`src/rtl/ppio_pkg.sv`:
```
package ppio_pkg;
  localparam int PORT_W = 8;
  localparam int ADDR_W = 2;
  localparam logic [ADDR_W-1:0] SEL_A   = 2'd0;
  localparam logic [ADDR_W-1:0] SEL_B   = 2'd1;
  localparam logic [ADDR_W-1:0] SEL_C   = 2'd2;
  localparam logic [ADDR_W-1:0] SEL_CTL = 2'd3;
  localparam logic [PORT_W-1:0] CTL_RESET = 8'h9B;
  // control word bit positions the port decode depends on
  localparam int B_CLO  = 0;
  localparam int B_PB   = 1;
  localparam int B_CHI  = 3;
  localparam int B_PA   = 4;
  localparam int B_FLAG = 7;
endpackage

```
`src/rtl/ppio_bus_sync.sv`:
```
module ppio_bus_sync #(
  parameter int AW = 2,
  parameter int DW = 8
) (
  input  logic          clk,
  input  logic          rst,
  input  logic          cs_n,
  input  logic          wr_n,
  input  logic [AW-1:0] addr,
  input  logic [DW-1:0] din,
  output logic          commit,
  output logic [AW-1:0] c_addr,
  output logic [DW-1:0] c_data
);
  typedef struct packed {
    logic          cs_n;
    logic          wr_n;
    logic [AW-1:0] addr;
    logic [DW-1:0] data;
  } samp_t;

  samp_t s1, s2;

  always_ff @(posedge clk) begin
    if (rst) begin
      s1 <= '{cs_n: 1'b1, wr_n: 1'b1, addr: '0, data: '0};
      s2 <= '{cs_n: 1'b1, wr_n: 1'b1, addr: '0, data: '0};
    end else begin
      s1 <= '{cs_n: cs_n, wr_n: wr_n, addr: addr, data: din};
      s2 <= s1;
    end
  end

  // rising strobe seen between the older and newer sample
  assign commit = !s2.wr_n && s1.wr_n && !s2.cs_n;
  assign c_addr = s2.addr;
  assign c_data = s2.data;
endmodule

```
`src/rtl/ppio_ctl_reg.sv`:
```
module ppio_ctl_reg
  import ppio_pkg::*;
#(
  parameter int AW = 2,
  parameter int DW = 8,
  parameter int IW = $clog2(DW)
) (
  input  logic          clk,
  input  logic          rst,
  input  logic          commit,
  input  logic [AW-1:0] c_addr,
  input  logic [DW-1:0] c_data,
  output logic [DW-1:0] ctl,
  output logic          mode_wr,
  output logic          bit_wr,
  output logic [IW-1:0] bit_idx,
  output logic          bit_val
);
  logic to_ctl;
  assign to_ctl  = commit && (c_addr == SEL_CTL);
  assign mode_wr = to_ctl && c_data[B_FLAG];
  assign bit_wr  = to_ctl && !c_data[B_FLAG];
  assign bit_idx = c_data[IW:1];
  assign bit_val = c_data[0];

  always_ff @(posedge clk) begin
    if (rst)          ctl <= CTL_RESET;
    else if (mode_wr) ctl <= c_data;
  end
endmodule

```
`src/rtl/ppio_port.sv`:
```
module ppio_port #(
  parameter int W  = 8,
  parameter int IW = $clog2(W)
) (
  input  logic          clk,
  input  logic          rst,
  input  logic          clr,
  input  logic          wr_en,
  input  logic [W-1:0]  wr_data,
  input  logic          bit_en,
  input  logic [IW-1:0] bit_idx,
  input  logic          bit_val,
  input  logic [W-1:0]  dir_in,
  input  logic [W-1:0]  pin_in,
  output logic [W-1:0]  lat_q,
  output logic [W-1:0]  oe,
  output logic [W-1:0]  rd_val
);
  for (genvar i = 0; i < W; i++) begin : g_bit
    always_ff @(posedge clk) begin
      if (rst || clr)
        lat_q[i] <= 1'b0;
      else if (wr_en)
        lat_q[i] <= wr_data[i];
      else if (bit_en && (bit_idx == IW'(i)))
        lat_q[i] <= bit_val;
    end
    assign oe[i]     = !dir_in[i];
    assign rd_val[i] = dir_in[i] ? pin_in[i] : lat_q[i];
  end
endmodule

```
`src/rtl/ppio_ctrl.sv`:
```
module ppio_ctrl
  import ppio_pkg::*;
(
  input  logic        clk,
  input  logic        rst,
  input  logic        cs_n,
  input  logic        rd_n,
  input  logic        wr_n,
  input  logic [1:0]  addr,
  input  logic [7:0]  din,
  output logic [7:0]  dout,
  output logic        dout_en,
  input  logic [7:0]  pa_in,
  output logic [7:0]  pa_out,
  output logic [7:0]  pa_oe,
  input  logic [7:0]  pb_in,
  output logic [7:0]  pb_out,
  output logic [7:0]  pb_oe,
  input  logic [7:0]  pc_in,
  output logic [7:0]  pc_out,
  output logic [7:0]  pc_oe
);
  localparam int W  = PORT_W;
  localparam int IW = $clog2(W);
  localparam int HW = W / 2;

  logic          commit;
  logic [1:0]    c_addr;
  logic [W-1:0]  c_data;
  logic [W-1:0]  ctl;
  logic          mode_wr, bit_wr, bit_val;
  logic [IW-1:0] bit_idx;
  logic [W-1:0]  rd_a, rd_b, rd_c;
  logic [W-1:0]  dir_a, dir_b, dir_c;

  ppio_bus_sync #(.AW(ADDR_W), .DW(W)) u_sync (
    .clk, .rst, .cs_n, .wr_n, .addr, .din,
    .commit, .c_addr, .c_data
  );

  ppio_ctl_reg #(.AW(ADDR_W), .DW(W)) u_ctl (
    .clk, .rst, .commit, .c_addr, .c_data,
    .ctl, .mode_wr, .bit_wr, .bit_idx, .bit_val
  );

  assign dir_a = {W{ctl[B_PA]}};
  assign dir_b = {W{ctl[B_PB]}};
  assign dir_c = {{HW{ctl[B_CHI]}}, {HW{ctl[B_CLO]}}};

  ppio_port #(.W(W)) u_pa (
    .clk, .rst, .clr(mode_wr),
    .wr_en(commit && c_addr == SEL_A), .wr_data(c_data),
    .bit_en(1'b0), .bit_idx('0), .bit_val(1'b0),
    .dir_in(dir_a), .pin_in(pa_in),
    .lat_q(pa_out), .oe(pa_oe), .rd_val(rd_a)
  );

  ppio_port #(.W(W)) u_pb (
    .clk, .rst, .clr(mode_wr),
    .wr_en(commit && c_addr == SEL_B), .wr_data(c_data),
    .bit_en(1'b0), .bit_idx('0), .bit_val(1'b0),
    .dir_in(dir_b), .pin_in(pb_in),
    .lat_q(pb_out), .oe(pb_oe), .rd_val(rd_b)
  );

  ppio_port #(.W(W)) u_pc (
    .clk, .rst, .clr(mode_wr),
    .wr_en(commit && c_addr == SEL_C), .wr_data(c_data),
    .bit_en(bit_wr), .bit_idx(bit_idx), .bit_val(bit_val),
    .dir_in(dir_c), .pin_in(pc_in),
    .lat_q(pc_out), .oe(pc_oe), .rd_val(rd_c)
  );

  assign dout_en = !cs_n && !rd_n;

  always_comb begin
    dout = '0;
    if (dout_en) begin
      unique case (addr)
        SEL_A:   dout = rd_a;
        SEL_B:   dout = rd_b;
        SEL_C:   dout = rd_c;
        default: dout = {1'b1, ctl[W-2:0]};
      endcase
    end
  end
endmodule

```
`config.mk`:
```
export PLATFORM = sky130hd
export DESIGN_NAME = ppio_ctrl
export DESIGN_NICKNAME = d
export VERILOG_FILES = /design/src/rtl/ppio_pkg.sv /design/src/rtl/ppio_bus_sync.sv /design/src/rtl/ppio_ctl_reg.sv /design/src/rtl/ppio_port.sv /design/src/rtl/ppio_ctrl.sv
export SDC_FILE = /design/constraint.sdc
export NUM_CORES = 1
export LEC_CHECK = 0
export BUFFER_PORTS_ARGS = -buffer_cell sky130_fd_sc_hd__buf_2
export CORE_MARGIN = 5
export CORE_UTILIZATION = 41
export CTS_CLUSTER_SIZE = 40
export DETAILED_ROUTE_END_ITERATION = 16
export PLACE_DENSITY = 0.66
export SYNTH_ARGS = -nofsm -noshare
export SYNTH_HDL_FRONTEND = slang
export SYNTH_HIERARCHICAL = 1
export SYNTH_SLANG_ARGS = --single-unit
export TNS_END_PERCENT = 1
```
`constraint.sdc`:
```
create_clock -name clk -period 2.3 [get_ports clk]
set_input_delay 0.575 -clock clk [delete_from_list [all_inputs] [get_ports clk]]
set_output_delay 0.575 -clock clk [all_outputs]
set_load 0.03 [all_outputs]
```
# After elaboration in Yosys (flattened, before gate mapping)
# Index checks and enable logic that the tools add are counted.
[totals]
regBits = 55
input_bits = 39
word_cells = 125
[op_classes]
n_eq_ne = 12
mux = 42
n_reduce_logical = 38
[op_table]
columns = ["op", "n"]
rows = [
  ["1-bit 2-to-1 mux", 40],
  ["8-bit one-hot mux with 3 select lines", 1],
  ["1-bit logical AND", 17],
  ["2-bit nonzero test", 8],
  ["3-bit equality test (second input constant)", 4],
  ["1-bit zero test", 9],
  ["8-bit 2-to-1 mux", 1],
  ["2-bit equality test (second input constant)", 3],
  ["3-bit by 2-bit equality test with 1-bit output (second input constant)", 2],
  ["2-bit by 1-bit equality test with 1-bit output (second input constant)", 2],
  ["2-bit zero test", 2],
  ["3-bit by 1-bit equality test with 1-bit output (second input constant)", 1],
  ["3-bit zero test", 1],
  ["1-bit logical OR", 1],
]

# Logic depth before layout (Yosys ltp)
[logic_depth]
depth_word = 8
ltp_mapped = 6
depth_no_buf = 6

# Cells and area by module
# Netlist, hierarchy kept.
[by_module_without_submodules]
columns = ["module", "instances", "cells_per_inst", "area_each_um2", "seq_area_each_um2"]
rows = [
  ["ppio_port", 3, 60, 564.3, 160.2],
  ["ppio_bus_sync", 1, 61, 732.0, 480.5],
  ["ppio_ctl_reg", 1, 39, 369.1, 160.2],
  ["ppio_ctrl", 1, 35, 290.3, 0.0],
]

# Worst setup path before layout
# No wires, ideal clock.
[synth_path]
kind = "input -> output"
startpoint = "in rd_n"
endpoint = "out dout[0]"
arrival_ns = 1.600
setup_slack_ns = 0.125
cell_stages = 3
n_path_buf = 1
cell_sequence = "or3b_1 -> buf_6 -> o22ai_1"
[synth_via]
elab_chain_cells = 3
[synth_lines]
columns = ["item", "line", "text"]
rows = [
  ["start: declaration", "ppio_ctrl.sv:7", "input logic rd_n,"],
  ["1-bit zero test", "ppio_ctrl.sv:74", "assign dout_en = !cs_n && !rd_n;"],
  ["1-bit logical AND", "ppio_ctrl.sv:74", ""],
  ["8-bit 2-to-1 mux", "ppio_ctrl.sv:78", "if (dout_en) begin"],
  ["end: declaration", "ppio_ctrl.sv:11", "output logic [7:0] dout,"],
]
# No other way between the ends.

# Worst setup path after layout
[layout_path]
startpoint = "reg u_ctl.ctl[4]"
endpoint = "out dout[1]"
[layout_via]
elab_chain_cells = 3
[layout_lines]
columns = ["item", "line", "text"]
rows = [
  ["start: declaration", "ppio_ctl_reg.sv:13", "output logic [DW-1:0] ctl,"],
  ["start signal: assignment", "ppio_ctl_reg.sv:28", "else if (mode_wr) ctl <= c_data;"],
  ["1-bit 2-to-1 mux", "ppio_port.sv:29", "assign rd_val[i] = dir_in[i] ? pin_in[i] : lat_q[i];"],
  ["net rd_a[1]", "ppio_ctrl.sv:33", "logic [W-1:0] rd_a, rd_b, rd_c;"],
  ["8-bit one-hot mux with 3 select lines", "ppio_ctrl.sv:79", "unique case (addr)"],
  ["8-bit 2-to-1 mux", "ppio_ctrl.sv:78", ""],
]
# The timed path passes the listed nets, and every way through them passes these cells.

==> impl_metrics.yaml <==
run_status:
  outcome: "complete, but fails checks"
  violations: "setup timing"
clock_network:
  cts_made_buffers: 5
  cts.sinks: 55
  cts_tree: "built"
  post_cts.repair.setup_buffers: 0
  clock_latency_ns: 0.32
  cts_buffer_depth: 2
  clk_pin_slew_ns: 0.11
  cts-root-buf: "clkbuf_8"
  cts_max_level: 2
  cts_hold_repair.buffers: 0
pwr:
  p_total_w: 0.00186
  p_sw_w: 0.000534
  combinationalPowerShare_pct: 13.8
  p_clk_share_pct: 32.0
  switching_share_pct: 28.7
  power_density_mw_per_mm2: 469
  intPower_w: 0.00132
  cellLeakagePower_nw: 2.09
  p_seq_share_pct: 54.3
  irDropWorstVdd_uv: 300
floorplan:
  coreArea_mm2: 0.00725
  die_h_um: 96.4
  fp.dieW_um: 96.4
  initial_core_util_pct: 42.2
  rows: 31
  die-area_mm2: 0.00929
  pin_count: 96
worst_setup_path:
  path_max_fanout: 13
  cp_top_family: "multiplexers"
  cp.required_ns: 1.73
  crit_start: "u_ctl/ctl[4]$_SDFFE_PP1P_"
  worstSetupPathType: "flip-flop to primary output"
  worstPathCellList: "buf_8, mux2_1, mux2i_2, o22ai_1, buf_2"
  crit_slowest_cell: "dfxtp_4"
  cpPeakStageDelay_ns: 0.39
  cp-start-kind: "flip-flop"
  cp-end-kind: "primary output"
  r2r-start: "u_sync/s2[10]$_SDFF_PP1_"
  path_buf_inv: 2
  r2r_slack_ns: 0.43
  arrival_ns: 1.73
drt:
  drt_first_pass_iters: 4
  routed_wirelength_um: 7910
  drcViolationCount: 0
  vias: 2628
  ant_nets: 0
  routedWlPerCell_um: 14.0
  viasPerCell: 4.66
  dr.first_iter.drc_count: 97
place:
  place_area_mm2: 0.00379
  gp_congestion: 0.757
  portBuffers: 95
  dp_hpwl_um: 5890
sta:
  fin_crit_ns: 2.30
  worstMarginPinSlew_ns: 0.614
  setup_tns_ns: -0.00201
  rsz0062_at_grt: "true"
  fin_skew_ns: 0.00561
  setup_viol: 1
  final.setup.worst_slack_ns: -0.00201
  hold_ws_ns: 0.419
  hold_viol: 0
  relSlewSlack_pct: 58.9
  finalMaxSlewViolations: 0
  fin_crit_sh_pct: 100
  fmax_mhz: 434
grt:
  grt_pass1_wl_um: 12300
  grt_pass1_vias: 2463
  track_usage_pct: 17.4
  grt_max_degree: 26
  overflow: 0
  antenna_found_initial: 0
layout:
  drive_gt1_share_pct: 28.0
  fin_util_pct: 54.6
  multi_input_area_mm2: 0.00194
  nFillCells: 687
  nNetsFinal: 503
  final_area_mm2: 0.00396
  n_antenna_cell: 0
  area_growth_pct: 29.5
  final-seq-area_mm2: 0.00111
logic_synthesis:
  netlist_area_mm2: 0.00306
  synth.avg_cell_area_um2: 9.77
  yosysWarnings: 6
  netlist_instances: 313
worst_hold_path:
  min_from: "wr_n"
  min_path_type: "input port to flip-flop"
flow_run:
  cap_violations: 0
area by class of cell:
type,instances,share of cell area (%)
repair buffers,107,14.9
multi-input cells,271,49.1
clock buffers,5,1.74
clock inverters,3,0.853
flip-flops and latches,55,28.1
inverters,24,2.27
well taps,99,3.13
power by group through the flow:
stage               Sequential, W  Clock (W)  Combinational [W]
finish                    0.00101   0.000594           0.000256
global route              0.00101   0.000645           0.000281
CTS                       0.00101   0.000606           0.000249
detailed placement        0.00103          0           0.000241
global placement          0.00103          0           0.000238
floorplan                 0.00104          0           0.000163
through the flow:
step / std cells / setup WS, ns
global route: 564 / -0.0616
global placement: 556 / 0.0138
detailed placement: 556 / -0.00168
finish: 564 / -0.00201
CTS: 564 / 0.00234
floorplan: 378 / 0.125
repair_timing:
item	CTS	global route
gates cloned	0	0
setup endpoints to repair	7	13
pin swaps	1	1
gates resized for setup	16	6
per-layer routing:
| metal | GRT usage [%] | part of all wire (%) |
|---|---|---|
| met5 | 0 | 0 |
| met1 | 22.1 | 45 |
| met4 | 4.67 | 0.81 |
| met2 | 30.3 | 48 |
| met3 | 3.21 | 6.7 |
layout by cell type, fill, tap and decap left out, types with 5 or more instances in the layout:
cell and n:
buf_4 11, a2111oi_1 24, and4bb_1 9, nor2b_1 42, nor2_1 13, nand2b_1 6
or2_1 7, dfxtp_1 51, mux2i_1 18, clkbuf_8 5, mux2_1 23, nor3_1 24
inv_1 24, conb_1 66, o22ai_1 6, buf_2 93, and4b_1 9
worst paths after layout:
kind              cells past startpoint                          to
setup / recovery                      5                     dout[1]
hold / removal                        2    u_sync/s1[10]$_SDFF_PP1_
setup reg to reg                      6  u_pc/lat_q[2]$_SDFFE_PP0P_
hold reg to reg                       1    u_sync/s2[11]$_SDFF_PP1_
sequential cells by signal, indices dropped and copies added, names as in the netlist:
name,count
u_pa/lat_q,8
u_sync/s2,2
u_pb/lat_q,8
u_sync/c_addr,2
u_sync/s1,12
u_sync/c_data,8
u_pc/lat_q,8
u_ctl/ctl,7
No activity file was read; power rests on OpenSTA's default activity.
